[src/rtl/i2c_bt_pkg.sv]
package i2c_bt_pkg;
   typedef enum logic [1:0] {
      OP_START = 2'd0,
      OP_WRITE = 2'd1,
      OP_READ  = 2'd2,
      OP_STOP  = 2'd3
   } bt_op_e;

   typedef enum logic [1:0] {
      PH_IDLE = 2'd0,
      PH_LOW  = 2'd1,
      PH_HIGH = 2'd2,
      PH_HOLD = 2'd3
   } bt_phase_e;
endpackage

[src/rtl/i2c_bt_tpr_scale.sv]
module i2c_bt_tpr_scale #(
   parameter int TPR_W   = 8,
   parameter int MIN_TPR = 2,
   parameter bit CLAMP   = 1'b1,
   parameter int LEN_W   = TPR_W + 5
) (
   input  logic             clk_i,
   input  logic             rst_ni,
   input  logic             load_i,
   input  logic [TPR_W-1:0] tpr_i,
   output logic [LEN_W-1:0] len6_o,
   output logic [LEN_W-1:0] len8_o,
   output logic [LEN_W-1:0] len12_o
);
   localparam logic [TPR_W-1:0] MIN_V = TPR_W'(MIN_TPR);

   if (MIN_TPR < 1 || MIN_TPR >= (1 << TPR_W)) begin : g_bad_min
      $error("MIN_TPR out of range for TPR_W");
   end
   if (LEN_W < TPR_W + 5) begin : g_bad_len
      $error("LEN_W too narrow for 12*(1+TPR)");
   end

   logic [TPR_W-1:0] tpr_q;
   logic [TPR_W-1:0] tpr_eff;
   logic             take;

   if (CLAMP) begin : g_clamp
      assign tpr_eff = (tpr_i < MIN_V) ? MIN_V : tpr_i;
      assign take    = load_i;
   end else begin : g_reject
      assign tpr_eff = tpr_i;
      assign take    = load_i && (tpr_i >= MIN_V);
   end

   always_ff @(posedge clk_i or negedge rst_ni) begin
      if (!rst_ni) begin
         tpr_q <= MIN_V;
      end else if (take) begin
         tpr_q <= tpr_eff;
      end
   end

   logic [LEN_W-1:0] unit;
   assign unit    = LEN_W'(tpr_q) + LEN_W'(1);
   assign len6_o  = (unit << 2) + (unit << 1);
   assign len8_o  = unit << 3;
   assign len12_o = (unit << 3) + (unit << 2);
endmodule

[src/rtl/i2c_bt_phase_cnt.sv]
module i2c_bt_phase_cnt #(
   parameter int W = 13
) (
   input  logic         clk_i,
   input  logic         rst_ni,
   input  logic         clr_i,
   output logic [W-1:0] cnt_o
);
   if (W < 2) begin : g_bad_w
      $error("phase counter width too small");
   end

   always_ff @(posedge clk_i or negedge rst_ni) begin
      if (!rst_ni) begin
         cnt_o <= '0;
      end else if (clr_i) begin
         cnt_o <= '0;
      end else begin
         cnt_o <= cnt_o + W'(1);
      end
   end
endmodule

[src/rtl/i2c_bt_seq.sv]
module i2c_bt_seq
   import i2c_bt_pkg::*;
#(
   parameter int W = 13
) (
   input  logic         clk_i,
   input  logic         rst_ni,
   input  logic         cmd_valid_i,
   input  bt_op_e       cmd_op_i,
   input  logic         cmd_wbit_i,
   input  logic         sda_i,
   input  logic [W-1:0] cnt_i,
   input  logic [W-1:0] len6_i,
   input  logic [W-1:0] len8_i,
   input  logic [W-1:0] len12_i,
   output logic         cnt_clr_o,
   output logic         tpr_load_o,
   output logic         ready_o,
   output logic         scl_pull_o,
   output logic         sda_pull_o,
   output logic         done_o,
   output logic         rbit_o
);
   bt_phase_e phase_q;
   bt_op_e    op_q;
   logic      wbit_q;
   logic      owned_q;
   logic [W-1:0] lim;
   logic      end_hit;
   logic      dv_hit;
   logic      accept;
   logic      dv_level;

   always_comb begin
      unique case (phase_q)
         PH_LOW:  lim = len12_i - W'(1);
         PH_HIGH: lim = (op_q == OP_START) ? (len12_i - W'(1)) : (len8_i - W'(1));
         PH_HOLD: lim = len12_i - W'(1);
         default: lim = '0;
      endcase
   end

   always_comb begin
      unique case (op_q)
         OP_WRITE: dv_level = ~wbit_q;
         OP_STOP:  dv_level = 1'b1;
         default:  dv_level = 1'b0;
      endcase
   end

   assign end_hit    = (phase_q != PH_IDLE) && (cnt_i == lim);
   assign dv_hit     = (phase_q == PH_LOW) && (cnt_i == (len6_i - W'(1)));
   assign ready_o    = (phase_q == PH_IDLE);
   assign accept     = cmd_valid_i && ready_o;
   assign cnt_clr_o  = (phase_q == PH_IDLE) || end_hit;
   assign tpr_load_o = accept && (cmd_op_i == OP_START) && !owned_q;

   always_ff @(posedge clk_i or negedge rst_ni) begin
      if (!rst_ni) begin
         phase_q    <= PH_IDLE;
         op_q       <= OP_START;
         wbit_q     <= 1'b0;
         owned_q    <= 1'b0;
         scl_pull_o <= 1'b0;
         sda_pull_o <= 1'b0;
         done_o     <= 1'b0;
         rbit_o     <= 1'b0;
      end else begin
         done_o <= 1'b0;
         unique case (phase_q)
            PH_IDLE: begin
               if (accept) begin
                  op_q   <= cmd_op_i;
                  wbit_q <= cmd_wbit_i;
                  if (owned_q) begin
                     phase_q <= PH_LOW;
                  end else if (cmd_op_i == OP_START) begin
                     sda_pull_o <= 1'b1;
                     phase_q    <= PH_HOLD;
                  end else begin
                     done_o <= 1'b1;
                  end
               end
            end
            PH_LOW: begin
               if (dv_hit) begin
                  sda_pull_o <= dv_level;
               end
               if (end_hit) begin
                  scl_pull_o <= 1'b0;
                  phase_q    <= PH_HIGH;
               end
            end
            PH_HIGH: begin
               if (end_hit) begin
                  unique case (op_q)
                     OP_START: begin
                        sda_pull_o <= 1'b1;
                        phase_q    <= PH_HOLD;
                     end
                     OP_STOP: begin
                        sda_pull_o <= 1'b0;
                        owned_q    <= 1'b0;
                        done_o     <= 1'b1;
                        phase_q    <= PH_IDLE;
                     end
                     OP_READ: begin
                        rbit_o     <= sda_i;
                        scl_pull_o <= 1'b1;
                        done_o     <= 1'b1;
                        phase_q    <= PH_IDLE;
                     end
                     default: begin
                        scl_pull_o <= 1'b1;
                        done_o     <= 1'b1;
                        phase_q    <= PH_IDLE;
                     end
                  endcase
               end
            end
            PH_HOLD: begin
               if (end_hit) begin
                  scl_pull_o <= 1'b1;
                  owned_q    <= 1'b1;
                  done_o     <= 1'b1;
                  phase_q    <= PH_IDLE;
               end
            end
            default: phase_q <= PH_IDLE;
         endcase
      end
   end
endmodule

[src/rtl/i2c_bit_timer.sv]
module i2c_bit_timer
   import i2c_bt_pkg::*;
#(
   parameter int TPR_W   = 8,
   parameter int MIN_TPR = 2,
   parameter bit CLAMP   = 1'b1
) (
   input  logic             clk_i,
   input  logic             rst_ni,
   input  logic [TPR_W-1:0] tpr_i,
   input  logic             cmd_valid_i,
   output logic             cmd_ready_o,
   input  logic [1:0]       cmd_op_i,
   input  logic             cmd_wbit_i,
   input  logic             sda_i,
   output logic             scl_pull_o,
   output logic             sda_pull_o,
   output logic             done_o,
   output logic             rbit_o
);
   localparam int LEN_W = TPR_W + 5;

   logic [LEN_W-1:0] len6, len8, len12, cnt;
   logic             cnt_clr, tpr_load;

   i2c_bt_tpr_scale #(
      .TPR_W(TPR_W), .MIN_TPR(MIN_TPR), .CLAMP(CLAMP), .LEN_W(LEN_W)
   ) u_scale (
      .clk_i(clk_i), .rst_ni(rst_ni), .load_i(tpr_load), .tpr_i(tpr_i),
      .len6_o(len6), .len8_o(len8), .len12_o(len12)
   );

   i2c_bt_phase_cnt #(.W(LEN_W)) u_cnt (
      .clk_i(clk_i), .rst_ni(rst_ni), .clr_i(cnt_clr), .cnt_o(cnt)
   );

   i2c_bt_seq #(.W(LEN_W)) u_seq (
      .clk_i(clk_i), .rst_ni(rst_ni),
      .cmd_valid_i(cmd_valid_i), .cmd_op_i(bt_op_e'(cmd_op_i)),
      .cmd_wbit_i(cmd_wbit_i), .sda_i(sda_i),
      .cnt_i(cnt), .len6_i(len6), .len8_i(len8), .len12_i(len12),
      .cnt_clr_o(cnt_clr), .tpr_load_o(tpr_load), .ready_o(cmd_ready_o),
      .scl_pull_o(scl_pull_o), .sda_pull_o(sda_pull_o),
      .done_o(done_o), .rbit_o(rbit_o)
   );
endmodule

[config.mk]
export PLATFORM = sky130hd
export DESIGN_NAME = i2c_bit_timer
export DESIGN_NICKNAME = d
export VERILOG_FILES = /design/src/rtl/i2c_bt_pkg.sv /design/src/rtl/i2c_bt_tpr_scale.sv /design/src/rtl/i2c_bt_phase_cnt.sv /design/src/rtl/i2c_bt_seq.sv /design/src/rtl/i2c_bit_timer.sv
export SDC_FILE = /design/constraint.sdc
export NUM_CORES = 1
export LEC_CHECK = 0
export BUFFER_PORTS_ARGS = -buffer_cell sky130_fd_sc_hd__buf_2
export CORE_MARGIN = 5
export CORE_UTILIZATION = 51
export DETAILED_ROUTE_END_ITERATION = 6
export PLACE_DENSITY_LB_ADDON = 0.25
export SYNTH_ARGS = -nofsm -noshare
export SYNTH_HDL_FRONTEND = slang
export SYNTH_SLANG_ARGS = --single-unit
[constraint.sdc]
create_clock -name clk_i -period 5.24 [get_ports clk_i]
set_input_delay 1.572 -clock clk_i [delete_from_list [all_inputs] [get_ports clk_i]]
set_output_delay 1.572 -clock clk_i [all_outputs]
set_load 0.03 [all_outputs]
==> results.toml, run 1 <==
[run_status]
status = "finished, final reports clean"

[final_layout]
fillers = 665
regArea_um2 = 777
final_cell_mix = "34 x nor2_1, 30 x nand2_1, 30 x dfrtp_1"
area_growth_pct = 3.30
instances_no_fill = 522
final_common_cell = "nor2_1"
drive_gt1_share_pct = 15.0
antenna_cells = 0
multi_input_area_um2 = 2510
design.final.nets = 461

[grt]
grt_pass1_wl_mm = 14.5
grt_max_degree = 32
gr-total-overflow = 0
antenna_found_initial = 0
grt_usage_pct = 20.7
first_global_vias = 2922

[setup_path]
endpoint = "u_seq.phase_q[1]"
critPathCaptureType = "flop"
crit_type = "flop to flop"
critical_path.startpoint = "u_scale.tpr_q[1]"
crit_arrival_ns = 4.94
cp-start-kind = "flop"
rrSetupSlack_ns = 0.47
path_max_fanout = 11
ff2ff_path_depth = 14
r2r_end = "u_seq.phase_q[1]"
reg2reg_from = "u_scale.tpr_q[1]"
crit_required_ns = 5.40

[timing]
setup_tns_ns = 0
tightest_slew_ns = 0.701
rsz0062_at_grt = "no"
slew_violations = 0
fin_skew_ns = 0.00303
finalSetupViolations = 0
post-route-period-util_pct = 91.1
hold_viol_final = 0
fmax_mhz = 209
period_needed_ns = 4.77
slew_headroom_pct = 53.3

[hold_path]
hold_class = "flop to flop"
holdPathStages = 1

[route]
first_pass_iters = 5
dr.first_iter.drc_count = 240
ant_nets = 0
drc_errors = 0
routed_wl_mm = 8.69
wl_per_cell_um = 16.6
vias = 3090
via_per_inst = 5.92

[cts]
cts_tree = "built"
cts_htree_levels = 2
post_cts_resize_count = 0
clkLatencyLatePin_ns = 0.28
ctsHoldBuffers = 0
cts_made_buffers = 5
numClockSinks = 31
clk_pin_slew_ns = 0.06
root_buffer = "clkbuf_8"
clockBufferDepth = 2
post_cts.repair.setup_buffers = 0

[synth]
synth_edf_count = 0
syn_inst = 421
seq_area_frac_synth_pct = 21.6
ys_async_sr_fraction_pct = 100
syn_area_um2 = 3600
syn_avg_cell_area_um2 = 8.56
ys_types = 83
ys.warnings.count = 0
synth_seq_cells = 31
syn-num-nets = 457
dominantRegCellSynth = "dfrtp_1"

[die]
fp.coreArea_um2 = 6830
dieArea_um2 = 8850
io_pins = 20
start_util_pct = 52.7
die_x_um = 94.1
die_h_um = 94.1
row_count = 30

[placement]
numPortBuffers = 19
routabilityCongestion = 0.893
placed_cells_incl_taps = 514
dp_hpwl_mm = 6.84

[run]
drv_cap = 0
-- state kept, by name (all words and copies together) (netlist names) --
signal and cells:
u_seq.sda_pull_o 1, u_scale.tpr_q 8, u_cnt.cnt_o 13, u_seq.phase_q 2
u_seq.owned_q 1, u_seq.scl_pull_o 1, u_seq.rbit_o 1, u_seq.wbit_q 1
u_seq.done_o 1, u_seq.op_q 2
-- worst min-delay path by stage --
stage / start / to / slack (ns)
3_5_place_dp: u_seq.rbit_o / u_seq.rbit_o / 0.47
3_3_place_gp: u_seq.rbit_o / u_seq.rbit_o / 0.46
6_report: u_seq.rbit_o / u_seq.rbit_o / 0.48
5_1_grt: u_seq.rbit_o / u_seq.rbit_o / 0.50
2_1_floorplan: u_seq.wbit_q / u_seq.wbit_q / 0.47
4_1_cts: u_seq.rbit_o / u_seq.rbit_o / 0.49
-- metrics by stage --
stage / instance area (µm²) / setup slack [ns] / utilization (%) / hold WS [ns]
CTS: 3720 / 0.478 / 54.5 / 0.486
finish: 3720 / 0.466 / 54.5 / 0.484
global route: 3720 / 0.250 / 54.5 / 0.499
detailed placement: 3640 / 0.514 / 53.3 / 0.472
global placement: 3640 / 0.593 / 53.3 / 0.464
floorplan: 3600 / 0.928 / - / 0.474
-- per-layer routing --
metal  vias up  GRT usage [%]  routed length, µm  part of all wire [%]
met3         7           1.84                440                   5.1
met2        88           33.6               4040                    46
met5         -              0                  0                     0
met1      1466           29.1               4100                    47
met4         0           5.90                104                   1.2
li1       1529              -                  -                     -
-- cell families after synthesis --
family	share of synthesized area, %
xor gates and xnor gates	12.9
AOI/OAI and AO/OA	21.3
DFF	21.6
buffers and inverters	8.68
muxes	5.10
adders and majority gates	7.29
and+or+nand+nor	23.1
-- worst max-delay path, cell delays in order, from the launching register on --
cell and delay, ns:
dfstp_2 0.64, ha_1 0.33, and4_1 0.27, nand2_1 0.08
xor2_1 0.34, xnor2_1 0.13, ha_1 0.38, a211o_1 0.30
o32ai_1 0.37, xnor2_1 0.20, a221oi_1 0.32, o211a_1 0.21
or3b_2 0.49, or2_1 0.26, a311o_1 0.35
-- cell usage after synthesis (all sizes together), types with 4 or more instances --
master  count  area [µm²]
nor2       34         128
nand2      31         124
dfrtp      30         751
xnor2      30         278
inv        22        82.6
ha         21         263
a21oi      20         100
buf        20         163
o21ai      18        90.1
xor2       18         165
nand3      15        80.1
mux2       11         124
a211oi      9        92.6
nor3        9        45.0
and3        8        50.1
clkbuf      7        37.5
and4        6        52.6
mux2i       6        60.1
nor2b       6        37.5
or3         6        40.0
nand2b      5        31.3
or2         5        31.3
a22oi       4        30.0
a311o       4        40.0
nand4       4        40.0
nor3b       4        41.3
nor4        4        25.0
o211ai      4        30.0
o31ai       4        30.0
-- layout make-up --
cell class                 count  share of cell area [%]
timing repair buffer          26                    3.97
sequential                    31                    20.9
multi-input combinational    339                    67.5
inverter                      22                    2.22
clock buffer                   7                    2.05
tap                           96                    3.23
clock inverter                 1                   0.134
Power of run 1 is not shown: default switching activity piles up to over one toggle a cycle in this logic, so the estimate is an artifact.
==> run 2: changes to the inputs <==
--- a/config.mk
+++ b/config.mk
@@ -10,6 +10,7 @@
 export CORE_UTILIZATION = 51
 export DETAILED_ROUTE_END_ITERATION = 6
 export PLACE_DENSITY_LB_ADDON = 0.25
+export RECOVER_POWER = 25
 export SYNTH_ARGS = -nofsm -noshare
 export SYNTH_HDL_FRONTEND = slang
 export SYNTH_SLANG_ARGS = --single-unit
==> run 2 against run 1 <==
Against the previous run:
- the run now ends with max-capacitance violations, max-slew violations left
- fmax shrank 0.10%
- routed wire length about the same
- sequential share of layout area is essentially flat
- sequential cell count stayed put
- worst setup slack got worse by 0.0049 ns
- design area decreased by 0.13%
- count of clock-buffer cells in the layout is the same
- first-iteration DRC count stayed put
- final cell count is the same
- critical path depth unchanged
- clock skew increased by 0.0014 ns
- die area unchanged
==> results.toml, run 2 (synthesis gave the netlist of run 1 again) <==
[run_status]
status = "finished with violations"
violations = "max-capacitance violations, max-slew violations"

[cts]
numClockSinks = 31
clkLatencyLatePin_ns = 0.28
clk_pin_slew_ns = 0.06
cts_tree = "built"
root_buffer = "clkbuf_8"
clockBufferDepth = 2
cts_htree_levels = 2
post_cts_resize_count = 0
ctsHoldBuffers = 0
cts_made_buffers = 5
post_cts.repair.setup_buffers = 0

[grt]
antenna_found_initial = 0
grt_usage_pct = 20.7
gr-total-overflow = 0
grt_max_degree = 32
first_global_vias = 2922
grt_pass1_wl_mm = 14.5

[placement]
routabilityCongestion = 0.893
dp_hpwl_mm = 6.84
numPortBuffers = 19

[route]
wl_per_cell_um = 16.6
dr.first_iter.drc_count = 240
first_pass_iters = 4
vias = 3115
routed_wl_mm = 8.68
drc_errors = 0
ant_nets = 0
via_per_inst = 5.97

[die]
dieArea_um2 = 8850
die_x_um = 94.1
die_h_um = 94.1
start_util_pct = 52.7
io_pins = 20
row_count = 30
fp.coreArea_um2 = 6830

[final_layout]
final_cell_mix = "34 x nor2_1, 30 x nand2_1, 30 x dfrtp_1"
largest_reg_flops = 13
reg_top3 = "u_cnt.cnt_o x13, u_scale.tpr_q x8"
drive_gt1_share_pct = 14.6
area_growth_pct = 3.16
top_register = "u_cnt.cnt_o"
fillers = 666
final_common_cell = "nor2_1"
antenna_cells = 0
design.final.nets = 461

[timing]
slew_headroom_pct = -11.9
post-route-period-util_pct = 91.2
fmax_mhz = 209
period_needed_ns = 4.78
finalSetupViolations = 0
tightest_slew_ns = 1.68
setup_tns_ns = 0
slew_violations = 32
rsz0062_at_grt = "no"
hold_viol_final = 0
fin_skew_ns = 0.00444

[setup_path]
crit_arrival_ns = 4.94
cp-start-kind = "flop"
path_max_fanout = 11
crit_type = "flop to flop"
critPathCaptureType = "flop"
crit_required_ns = 5.40

[hold_path]
hold_class = "flop to flop"

[run]
drv_cap = 1
-- run 2: routing by layer --
layer  routed length, µm  vias up  GRT usage (%)
met5                   0        -              0
met4                 105        0           5.90
met3                 442        9           1.84
met2                4060       85           33.6
met1                4070     1492           29.1
li1                    -     1529              -
-- run 2: metrics by stage --
step,util [%],std cells,worst slack [ns],hold slack [ns],area (µm²)
after CTS,54.5,522,0.478,0.486,3720
after detailed placement,53.3,514,0.514,0.472,3640
after global routing,54.4,522,0.250,0.499,3720
final,54.4,522,0.461,0.484,3720
after global placement,53.3,514,0.593,0.464,3640
after floorplan,-,421,0.928,0.474,3600
-- run 2: final cells by class --
| type | count | area (µm²) | area share, % |
|---|---|---|---|
| clock buffers | 7 | 76.3 | 2.05 |
| clock inverters | 1 | 5.00 | 0.135 |
| inverters | 22 | 82.6 | 2.22 |
| multi-input cells | 339 | 2510 | 67.6 |
| flip-flops and latches | 31 | 777 | 20.9 |
| well taps | 96 | 120 | 3.23 |
| repair buffers | 26 | 143 | 3.84 |
-- run 2: worst max-delay path, cell delays in order, from the launching register on --
cell      delay (ns)
dfstp_2         0.64
ha_1            0.33
and4_1          0.27
nand2_1         0.08
xor2_1          0.34
xnor2_1         0.13
ha_1            0.38
a211o_1         0.30
o32ai_1         0.37
xnor2_1         0.20
a221oi_1        0.32
o211a_1         0.21
or3b_2          0.49
or2_1           0.26
a311o_1         0.36
-- run 2: path summary, 6_finish.rpt --
check	to	startpoint	slack, ns	cells after the start
min in group asynchronous	u_scale.tpr_q[4]	rst_ni	1.72	1
worst min register to register	u_seq.rbit_o	u_seq.rbit_o	0.48	1
worst max register to register	u_seq.phase_q[1]	u_scale.tpr_q[1]	0.46	14
max in group asynchronous	u_seq.phase_q[0]	rst_ni	2.55	1
worst min-delay path	u_seq.rbit_o	u_seq.rbit_o	0.48	1
worst max-delay path	u_seq.phase_q[1]	u_scale.tpr_q[1]	0.46	14
Power of run 2 is left out for the same reason.
